==> src/rtl/dmaist_pkg.sv <==
`timescale 1ns/1ps
package dmaist_pkg;
    localparam int unsigned ADDR_W  = 12;
    localparam int unsigned DATA_W  = 32;
    localparam int unsigned N_CLS   = 4;
    localparam int unsigned CHIDX_W = 5;
    localparam int unsigned WIN_LG  = 6;

    localparam logic [ADDR_W-1:0] A_MASK0 = 12'h800;
    localparam logic [ADDR_W-1:0] A_RAW0  = 12'h810;
    localparam logic [ADDR_W-1:0] A_BUSY  = 12'h820;
    localparam logic [ADDR_W-1:0] A_PRIO  = 12'h824;
    localparam logic [ADDR_W-1:0] A_ARB   = 12'h828;

    typedef enum logic [2:0] {
        RG_NONE, RG_WIN, RG_MASK, RG_RAW, RG_BUSY, RG_PRIO, RG_ARB
    } region_e;

    typedef struct packed {
        region_e              rg;
        logic [1:0]           cls;
        logic [CHIDX_W-1:0]   ch;
    } dec_t;
endpackage

==> src/rtl/dmaist_decode.sv <==
`timescale 1ns/1ps
module dmaist_decode
    import dmaist_pkg::*;
#(
    parameter int unsigned NUM_CH = 8
) (
    input  logic [ADDR_W-1:0] addr,
    output dec_t              dec
);
    logic [CHIDX_W-1:0] chi;
    logic [ADDR_W-1:0]  word;
    logic               aligned;

    always_comb begin
        chi     = addr[WIN_LG+CHIDX_W-1:WIN_LG];
        word    = {addr[ADDR_W-1:2], 2'b00};
        aligned = (addr[1:0] == 2'b00);
        dec.ch  = chi;
        dec.cls = addr[3:2];
        dec.rg  = RG_NONE;
        if (!addr[ADDR_W-1]) begin
            if (32'(chi) < NUM_CH) dec.rg = RG_WIN;
        end else if (aligned) begin
            if (word >= A_MASK0 && word < A_RAW0)     dec.rg = RG_MASK;
            else if (word >= A_RAW0 && word < A_BUSY) dec.rg = RG_RAW;
            else if (word == A_BUSY)                  dec.rg = RG_BUSY;
            else if (word == A_PRIO)                  dec.rg = RG_PRIO;
            else if (word == A_ARB)                   dec.rg = RG_ARB;
        end
    end
endmodule

==> src/rtl/dmaist_evt_class.sv <==
`timescale 1ns/1ps
module dmaist_evt_class #(
    parameter int unsigned NUM_CH = 8
) (
    input  logic              clk,
    input  logic              rst_n,
    input  logic [NUM_CH-1:0] evt,
    input  logic [NUM_CH-1:0] clr,
    input  logic [NUM_CH-1:0] en,
    output logic [NUM_CH-1:0] raw_o,
    output logic [NUM_CH-1:0] masked_o
);
    typedef struct packed {
        logic [NUM_CH-1:0] pend;
    } cls_st_t;

    cls_st_t st_d, st_q;

    always_comb begin
        st_d = st_q;
        // clear first, then the new event, so the event wins a tie
        st_d.pend = (st_q.pend & ~clr) | evt;
    end

    always_ff @(posedge clk or negedge rst_n) begin
        if (!rst_n) st_q <= '0;
        else        st_q <= st_d;
    end

    assign raw_o    = st_q.pend;
    assign masked_o = st_q.pend & en;
endmodule

==> src/rtl/dma_irq_status.sv <==
`timescale 1ns/1ps
module dma_irq_status
    import dmaist_pkg::*;
#(
    parameter int unsigned NUM_CH = 8
) (
    input  logic                     clk,
    input  logic                     rst_n,
    input  logic                     bus_sel,
    input  logic                     bus_we,
    input  logic [ADDR_W-1:0]        bus_addr,
    input  logic [DATA_W-1:0]        bus_wdata,
    output logic [DATA_W-1:0]        bus_rdata,
    input  logic [NUM_CH-1:0]        ev_done,
    input  logic [NUM_CH-1:0]        ev_src_err,
    input  logic [NUM_CH-1:0]        ev_dst_err,
    input  logic [NUM_CH-1:0]        ev_cfg_err,
    input  logic [NUM_CH-1:0]        irq_en,
    input  logic [NUM_CH-1:0]        chan_busy,
    output logic [NUM_CH-1:0]        win_sel,
    output logic                     win_we,
    output logic [WIN_LG-1:0]        win_off,
    output logic [DATA_W-1:0]        win_wdata,
    input  logic [NUM_CH*DATA_W-1:0] win_rdata,
    output logic [DATA_W-1:0]        prio_cfg,
    output logic [DATA_W-1:0]        arb_cfg,
    output logic                     irq
);
    typedef struct packed {
        logic [DATA_W-1:0] prio;
        logic [DATA_W-1:0] arb;
        logic [DATA_W-1:0] rdata;
    } top_st_t;

    top_st_t st_d, st_q;
    dec_t    dec;
    logic    wr_en, rd_en;
    logic [DATA_W-1:0] rd_val;

    logic [N_CLS-1:0][NUM_CH-1:0] ev_all, clr_all, raw_all, msk_all;

    function automatic logic [DATA_W-1:0] zext(input logic [NUM_CH-1:0] v);
        logic [DATA_W-1:0] r;
        r = '0;
        r[NUM_CH-1:0] = v;
        return r;
    endfunction

    dmaist_decode #(.NUM_CH(NUM_CH)) u_dec (
        .addr (bus_addr),
        .dec  (dec)
    );

    assign wr_en  = bus_sel & bus_we;
    assign rd_en  = bus_sel & ~bus_we;
    assign ev_all = {ev_cfg_err, ev_dst_err, ev_src_err, ev_done};

    for (genvar c = 0; c < N_CLS; c++) begin : g_cls
        assign clr_all[c] = (wr_en && dec.rg == RG_RAW && dec.cls == 2'(c))
                            ? bus_wdata[NUM_CH-1:0] : '0;
        dmaist_evt_class #(.NUM_CH(NUM_CH)) u_cls (
            .clk      (clk),
            .rst_n    (rst_n),
            .evt      (ev_all[c]),
            .clr      (clr_all[c]),
            .en       (irq_en),
            .raw_o    (raw_all[c]),
            .masked_o (msk_all[c])
        );
    end

    assign irq = |msk_all;

    always_comb begin
        for (int i = 0; i < NUM_CH; i++) begin
            win_sel[i] = bus_sel && (dec.rg == RG_WIN) && (dec.ch == CHIDX_W'(i));
        end
    end
    assign win_we    = bus_we;
    assign win_off   = bus_addr[WIN_LG-1:0];
    assign win_wdata = bus_wdata;

    always_comb begin
        rd_val = '0;
        unique case (dec.rg)
            RG_WIN: begin
                for (int i = 0; i < NUM_CH; i++) begin
                    if (dec.ch == CHIDX_W'(i)) rd_val = win_rdata[i*DATA_W +: DATA_W];
                end
            end
            RG_MASK: rd_val = zext(msk_all[dec.cls]);
            RG_RAW:  rd_val = zext(raw_all[dec.cls]);
            RG_BUSY: rd_val = zext(chan_busy);
            RG_PRIO: rd_val = st_q.prio;
            RG_ARB:  rd_val = st_q.arb;
            default: rd_val = '0;
        endcase
    end

    always_comb begin
        st_d = st_q;
        if (wr_en && dec.rg == RG_PRIO) st_d.prio = bus_wdata;
        if (wr_en && dec.rg == RG_ARB)  st_d.arb  = bus_wdata;
        if (rd_en)                      st_d.rdata = rd_val;
    end

    always_ff @(posedge clk or negedge rst_n) begin
        if (!rst_n) st_q <= '0;
        else        st_q <= st_d;
    end

    assign prio_cfg  = st_q.prio;
    assign arb_cfg   = st_q.arb;
    assign bus_rdata = st_q.rdata;
endmodule

==> config.mk <==
export PLATFORM = sky130hd
export DESIGN_NAME = dma_irq_status
export DESIGN_NICKNAME = d
export VERILOG_FILES = /design/src/rtl/dmaist_pkg.sv /design/src/rtl/dmaist_decode.sv /design/src/rtl/dmaist_evt_class.sv /design/src/rtl/dma_irq_status.sv
export SDC_FILE = /design/constraint.sdc
export NUM_CORES = 1
export LEC_CHECK = 0
export BUFFER_PORTS_ARGS = -buffer_cell sky130_fd_sc_hd__buf_2
export CAP_MARGIN = 20
export CORE_AREA = 2 2 192 194
export DETAILED_ROUTE_END_ITERATION = 8
export DIE_AREA = 0 0 194 196
export RECOVER_POWER = 25
export SLEW_MARGIN = 20
export SYNTH_ARGS = -nofsm -noshare
export SYNTH_HDL_FRONTEND = slang
export SYNTH_SLANG_ARGS = --single-unit
==> constraint.sdc <==
create_clock -name clk -period 2.33 [get_ports clk]
set_clock_uncertainty 0.15 [all_clocks]
set_input_delay 0.466 -clock clk [delete_from_list [all_inputs] [get_ports clk]]
set_output_delay 0.466 -clock clk [all_outputs]
set_load 0.01 [all_outputs]
==> summary.md, run 1 <==
| Metric | Value |
|---|---|
| Multi-input logic area | approximately 4700 sq um |
| Crit path required time | ~1.7 ns |
| First drt pass iteration count | 5 |
| CP top delay family | simple AND/OR/NAND/NOR gates |
| Via density | slightly above 5 |
| Status | complete, but fails checks |
| FILL cells | roughly 3,800 |
| Fin. max-slew vios | 0 |
| HPWL after DPL | around 36,000 microns |
| Post-layout instance area | 12,850 sq um |
| Setup CP Type | reg2out |
| Nets@finish | ~1,700 |
| First-pass GRT wire length | 64,220 microns |
| Maximum fanout along the worst path | 2 |
| Number of synthesized flops with an enable pin | 0 |
| Final hold vios | 0 |
| Area leader, netlist | dfrtp_1 |
| Worst Hold Class | in2reg |
| GP Congestion | 0.9130 |
| Mapped Nets | between 1,000 and 1,500 |
| Slowest stage delay, CP | roughly 0.40 ns |
| Arrival @ worst endpoint | between 1.5 and 2 ns |
| PortBufs | 495 |
| Failing checks | setup timing |
| Via count | 9,532 |
| Avg Inst Size Synth | around 10 sq um |
| Yosys Warn Count | 0 |
| Top post-synthesis cells by area | dfrtp_1, mux2_2, a221oi_1, mux2_1, a21o_1 |
| Final setup fails | 1 |
| Placement row count | 70 |
| DR WL/cell | roughly 24 microns |
| Die height | 196 microns |
| Fin worst setup slack | -0.1145 ns |
| Netlist cell types | 50 |
| End-of-flow core utilization | between 30% and 40% |
| Clock Root Buffer | clkbuf_16 |
| Period Utilization, post-route | 104.9% |
| Slowest-stage cell, CP | o41ai_2 |
| Yosys top cell area share | approximately 38% |
| Area Growth Syn to Fin | 54.44% |
| Asr flop ratio synth | 100.0% |
| Longest Clk Path Bufs | 2 |
| Top FF cell, synth | dfrtp_1 |
| Synthesized cell area | ~8300 sq um |
| Largest net degree at the start of global routing | between 40 and 50 |
| Gate Count Post-Synth | just over 800 |
| Die W | 194 microns |
| Leak | about 0.0061 uW |
| Max-cap viol count | 0 |
| Setup Slack @ Placement | -0.4652 ns |
| Yosys reg bits | roughly 130 |
| Routed Antenna Nets | 0 |
| WL final | ~45,000 microns |
| RSZ-0062 raised after global routing | true |
| Startpoint type of the worst setup path | register |
| Worst path bufs/invs | 1 |
| Pwr dens | ~460 nW/um^2 |
| I/O pins | slightly below 500 |
| Post-layout min period | around 2.4 ns |
| Commonest non-fill, non-tap cell in the layout | buf_2 |
| TritonCTS Buffers | 17 |
| Ratio of cells with drive above 1 in the final layout | between 50% and 60% |
| Vias in the first global route | approximately 9,600 |
| Initial antenna violation count | 16 |
| Post-placement cell count | ~1,800 |
| DR iter-0 viols | approximately 640 |
| Clk_lat worst skew | 0.43 ns |
| Rel. slew slack | between 20% and 30% |
| Share of the yosys chip area belonging to registers | between 30 and 40% |
| Overflow after GRT | 0 |
| Tightest Pin Transition | roughly 1.2 ns |
| Clock sinks | 128 |
| Non-Filler Instances | around 1,900 |
| GRT Total Usage | 22.87% |
| Core area | around 36,000 sq um |
| Worst-path clk slew | approximately 0.06 ns |
| Die area | roughly 38,000 sq um |
| VDD IR-drop max | between 0.4 and 0.5 mV |
| Worst-path cell chain | o41ai_2 > nand4_1 > or2_4 > buf_6 |
| H-tree levels | 4 |
| Crit end category | output port |
| Fmax | just over 0.4 GHz |
| Highest-count cells in the layout ignoring fill and taps | buf_2, dfrtp_1, buf_4, nand2_1, a221oi_1 |
| Initial Utilization | between 20% and 30% |
| Area after DPL | about 12,000 sq um |
| CTS tree | done |
| Sequential Area | about 3200 sq um |
| Residual DRC count | 0 |
registers in the layout, summed over array words and instances (netlist names):
signal and count:
g_cls.u_cls.raw_o 32, bus_rdata 32, arb_cfg 32, prio_cfg 32
Yosys cell counts, types with 11 or more instances:
master / instances
mux2_2: 55
o21ai_0: 31
a21oi_1: 26
buf_2: 21
dfrtp_1: 128
nand2_1: 63
o21a_1: 21
mux2_1: 32
o22ai_1: 22
a22oi_1: 30
nor2b_1: 13
or3_1: 11
a221oi_1: 60
clkbuf_1: 38
nor2_1: 32
buf_4: 40
a211o_1: 25
a21o_1: 40
and2_1: 21
per-stage QoR:
stage          TNS [ns]  hold slack, ns  power, uW
2_1_floorplan         0         0.02041       2799
3_3_place_gp     -17.94          0.2701       3553
3_5_place_dp     -18.83          0.2762       3556
4_1_cts         -0.1567         0.04283       6051
5_1_grt          -1.149         0.05278       6230
6_report        -0.1145         0.06812       5974
per-layer routing:
layer | GRT usage (%) | up-vias | share of wire [%]
met5 | 0 | - | 0.12
met4 | 7.155 | 8 | 2.2
met3 | 4.573 | 65 | 6.9
met2 | 36.91 | 500 | 47
met1 | 30.82 | 4671 | 44
li1 | - | 4288 | -
worst paths after layout:
| path | slack (ns) | cells past startpoint | start | endpoint |
|---|---|---|---|---|
| setup reg to reg | 0.38 | 5 | g_cls[0].u_cls.raw_o[0] | bus_rdata[0] |
| min in group asynchronous | 0.66 | 2 | rst_n | g_cls[0].u_cls.raw_o[3] |
| max in group asynchronous | 0.24 | 3 | rst_n | prio_cfg[17] |
| setup / recovery | -0.11 | 4 | g_cls[0].u_cls.raw_o[0] | irq |
| hold / removal | 0.07 | 2 | ev_cfg_err[7] | g_cls[3].u_cls.raw_o[7] |
| hold reg to reg | 0.35 | 1 | g_cls[1].u_cls.raw_o[2] | g_cls[1].u_cls.raw_o[2] |
logic make-up after synthesis:
group           synth area share [%]
simple gates                   11.12
compound gates                 27.57
mux                            15.56
flops                          38.48
buf+inv                        7.261
report_power, final:
| part | internal (uW) | leakage, uW | switching (uW) |
|---|---|---|---|
| clock network | 1380 | 0.000254 | 1070 |
| logic | 571 | 0.00428 | 639 |
| registers | 2280 | 0.00157 | 37.0 |
| total | 4230 | 0.00611 | 1750 |
area by class of cell:
class	instances	area share, %
Inverter	2	0.05841
Tap cell	468	4.556
Clock buffer	18	3.417
Sequential cell	128	24.92
Multi-Input combinational cell	594	36.39
Timing Repair Buffer	637	29.76
Clock inverter	14	0.7301
Antenna cell	9	0.1752
worst register-to-register path: stages (launching register included):
cell and delay, ns:
dfrtp_1 0.39, buf_4 0.14, mux4_2 0.48, a22oi_1 0.18
a211oi_1 0.13, or3_1 0.38
timing repair:
action	CTS	global route
endpoints found under the hold margin	39	0
resized for setup	18	14
hold buffers	1	0
setup endpoints to repair	8	9
setup buffers	8	2
gates cloned	0	0
pin swaps	7	9
Note: power is estimated with default switching activity, not from simulation.
==> inputs of run 2 (changes only) <==
Settings changed: PLACE_DENSITY set to 0.55.
==> run 2 against run 1 <==
Compared with the run above:
- the flow still finishes with violations (setup timing)
- via count decreased by 0.43%
- power increased by 3.1%
- clock power increased by 8%
- design area decreased by 0.94%
- critical path type unchanged
- critical endpoint unchanged
- highest routed layer is now met4
==> summary.md, run 2 (synthesis results as in run 1) <==
| Metric | Value |
|---|---|
| Status | complete, but fails checks |
| Failing checks | setup timing |
| GRT Total Usage | 22.74% (-0.13 points) |
| Leak | 0.006093 uW (-0.31%) |
| Residual DRC count | 0 (unchanged) |
| VDD IR-drop max | 0.3684 mV (-11%) |
| Non-Filler Instances | 1,859 (-0.59%) |
| RSZ-0062 raised after global routing | true |
| Arrival @ worst endpoint | 1.87 ns (+0.04 ns) |
| Maximum fanout along the worst path | 3 (+1) |
| Area Growth Syn to Fin | 52.98% |
| DR iter-0 viols | 527 (-18%) |
| Max-cap viol count | 0 (unchanged) |
| PortBufs | 495 (unchanged) |
| Worst-path clk slew | 0.06 ns (about the same) |
| Hold path startpoint | ev_src_err[0] |
| Initial Utilization | 23.07% (unchanged) |
| First-pass GRT wire length | 63,710 microns (-0.80%) |
| Vias in the first global route | 9,467 (-1.4%) |
| Post-placement cell count | 1,811 (-0.44%) |
| Area after DPL | 11,940 sq um (-1.6%) |
| I/O pins | 496 (unchanged) |
| Core area | 36,080 sq um (unchanged) |
| Tightest Pin Transition | 1.111 ns (-0.04409 ns) |
| First drt pass iteration count | 5 (unchanged) |
| Via count | 9,491 (-0.43%) |
| Setup Slack @ Placement | -0.3798 ns (+0.08538 ns) |
| Final hold vios | 0 (unchanged) |
| CTS tree | done |
| Clock sinks | 128 (unchanged) |
| Fin. max-slew vios | 0 (unchanged) |
| Via density | 5.105 (+0.16%) |
| Setup CP Type | reg2out |
| Fmax | 0.4022 GHz (-1.7%) |
| Rel. slew slack | 25.90% (+2.9 points) |
| FILL cells | 3,777 (+0.69%) |
| Initial antenna violation count | 3 (-13) |
| Startpoint type of the worst setup path | register |
| Longest Clk Path Bufs | 2 (unchanged) |
| Post-layout instance area | 12,730 sq um (-0.94%) |
| Commonest non-fill, non-tap cell in the layout | buf_2 |
| Crit end category | output port |
| H-tree levels | 4 (unchanged) |
| Clk_lat worst skew | 0.43 ns (about the same) |
| Highest-count cells in the layout ignoring fill and taps | buf_2, dfrtp_1, buf_4, nand2_1, a221oi_1 |
| Worst Setup SP | g_cls[0].u_cls.raw_o[1] |
| GP Congestion | 0.9356 (+2.5%) |
| Nets@finish | 1,726 (-0.35%) |
| Crit path required time | 1.71 ns (about the same) |
| Fin worst setup slack | -0.1566 ns (-0.04207 ns) |
| Ratio of cells with drive above 1 in the final layout | 53.50% (-0.56 points) |
| Overflow after GRT | 0 (unchanged) |
| DR WL/cell | 24.13 microns (+0.64%) |
| Pwr dens | 483.7 nW/um^2 (+4.1%) |
| Routed Antenna Nets | 0 (unchanged) |
| Post-layout min period | 2.487 ns (+0.04207 ns) |
| RR Startpoint | g_cls[3].u_cls.raw_o[6] |
| HPWL after DPL | 36,370 microns (-0.30%) |
| Placement row count | 70 (unchanged) |
| TritonCTS Buffers | 17 (unchanged) |
| Die height | 196 microns (unchanged) |
| Clock Root Buffer | clkbuf_16 |
| WL final | 44,860 microns (about the same) |
| Period Utilization, post-route | 106.7% (+1.8 points) |
| Final setup fails | 1 (unchanged) |
| Largest net degree at the start of global routing | 47 (+9.3%) |
| Die area | 38,020 sq um (unchanged) |
| Die W | 194 microns (unchanged) |
| Fin Setup TNS | -0.1566 ns (-0.04207 ns) |
| Worst Hold Class | in2reg |
## run 2: changes by cell type in the layout (fill, tap and decap cells not counted), moves of 3 or more
cell      change
a221oi_2      +3
clkbuf_1      +6
diode_2       -5
buf_12       -11
a221oi_1      -3
clkinv_2      -4
## run 2: path summary, 6_finish.rpt
kind                                           end  slack (ns)  cells past startpoint
max                                            irq       -0.16                      4
min in group asynchronous  g_cls[2].u_cls.raw_o[3]        0.63                      2
max in group asynchronous              arb_cfg[12]        0.36                      3
max reg2reg                           bus_rdata[6]        0.35                      5
min reg2reg                g_cls[1].u_cls.raw_o[5]        0.36                      1
min                        g_cls[1].u_cls.raw_o[0]        0.06                      2
## run 2: cell type report
class / count / area (sq um) / share of cell area [%]
tap: 468 / 585.6 / 4.599
sequential: 128 / 3203 / 25.16
multi-input combinational: 594 / 4701 / 36.92
timing repair buffer: 631 / 3650 / 28.67
antenna: 4 / 10.01 / 0.07862
clock inverter: 11 / 105.1 / 0.8255
clock buffer: 21 / 470.5 / 3.695
inverter: 2 / 7.507 / 0.05896
## run 2: metrics by stage
step           utilization, %  hold slack (ns)  power [uW]
6_report                35.28          0.06019        6159
5_1_grt                 35.26          0.04036        6419
4_1_cts                 35.01          0.03790        6230
3_5_place_dp            33.09           0.2664        3542
3_3_place_gp            33.09           0.2645        3541
2_1_floorplan               -          0.02041        2799
## run 2: timing repair
item	4_1_cts	5_1_grt
buffers inserted	2	9
resized for setup	11	13
gates cloned	1	0
endpoints found under the hold margin	38	0
hold buffers	1	0
pin swaps	8	5
setup endpoints to repair	8	11
## run 2: power by group
| part | total [uW] | switching, uW | leakage, uW | internal, uW |
|---|---|---|---|---|
| logic | 1210 | 648 | 0.00425 | 559 |
| clock network | 2640 | 1080 | 0.000273 | 1560 |
| registers | 2310 | 31.6 | 0.00157 | 2280 |
## run 2: critical path: stages, from the launching register on
cell and delay (ns):
dfrtp_1 0.41, o41ai_2 0.41, nand4_1 0.22, or2_4 0.30
buf_6 0.12
## run 2: metal layers
metal / global-route usage [%] / vias to the layer above / part of all wire (%)
met5: 0 / - / 0
met4: 5.443 / 0 / 2.0
met3: 3.971 / 52 / 6.1
met2: 37.33 / 456 / 47
met1: 31.12 / 4696 / 45
li1: - / 4287 / -
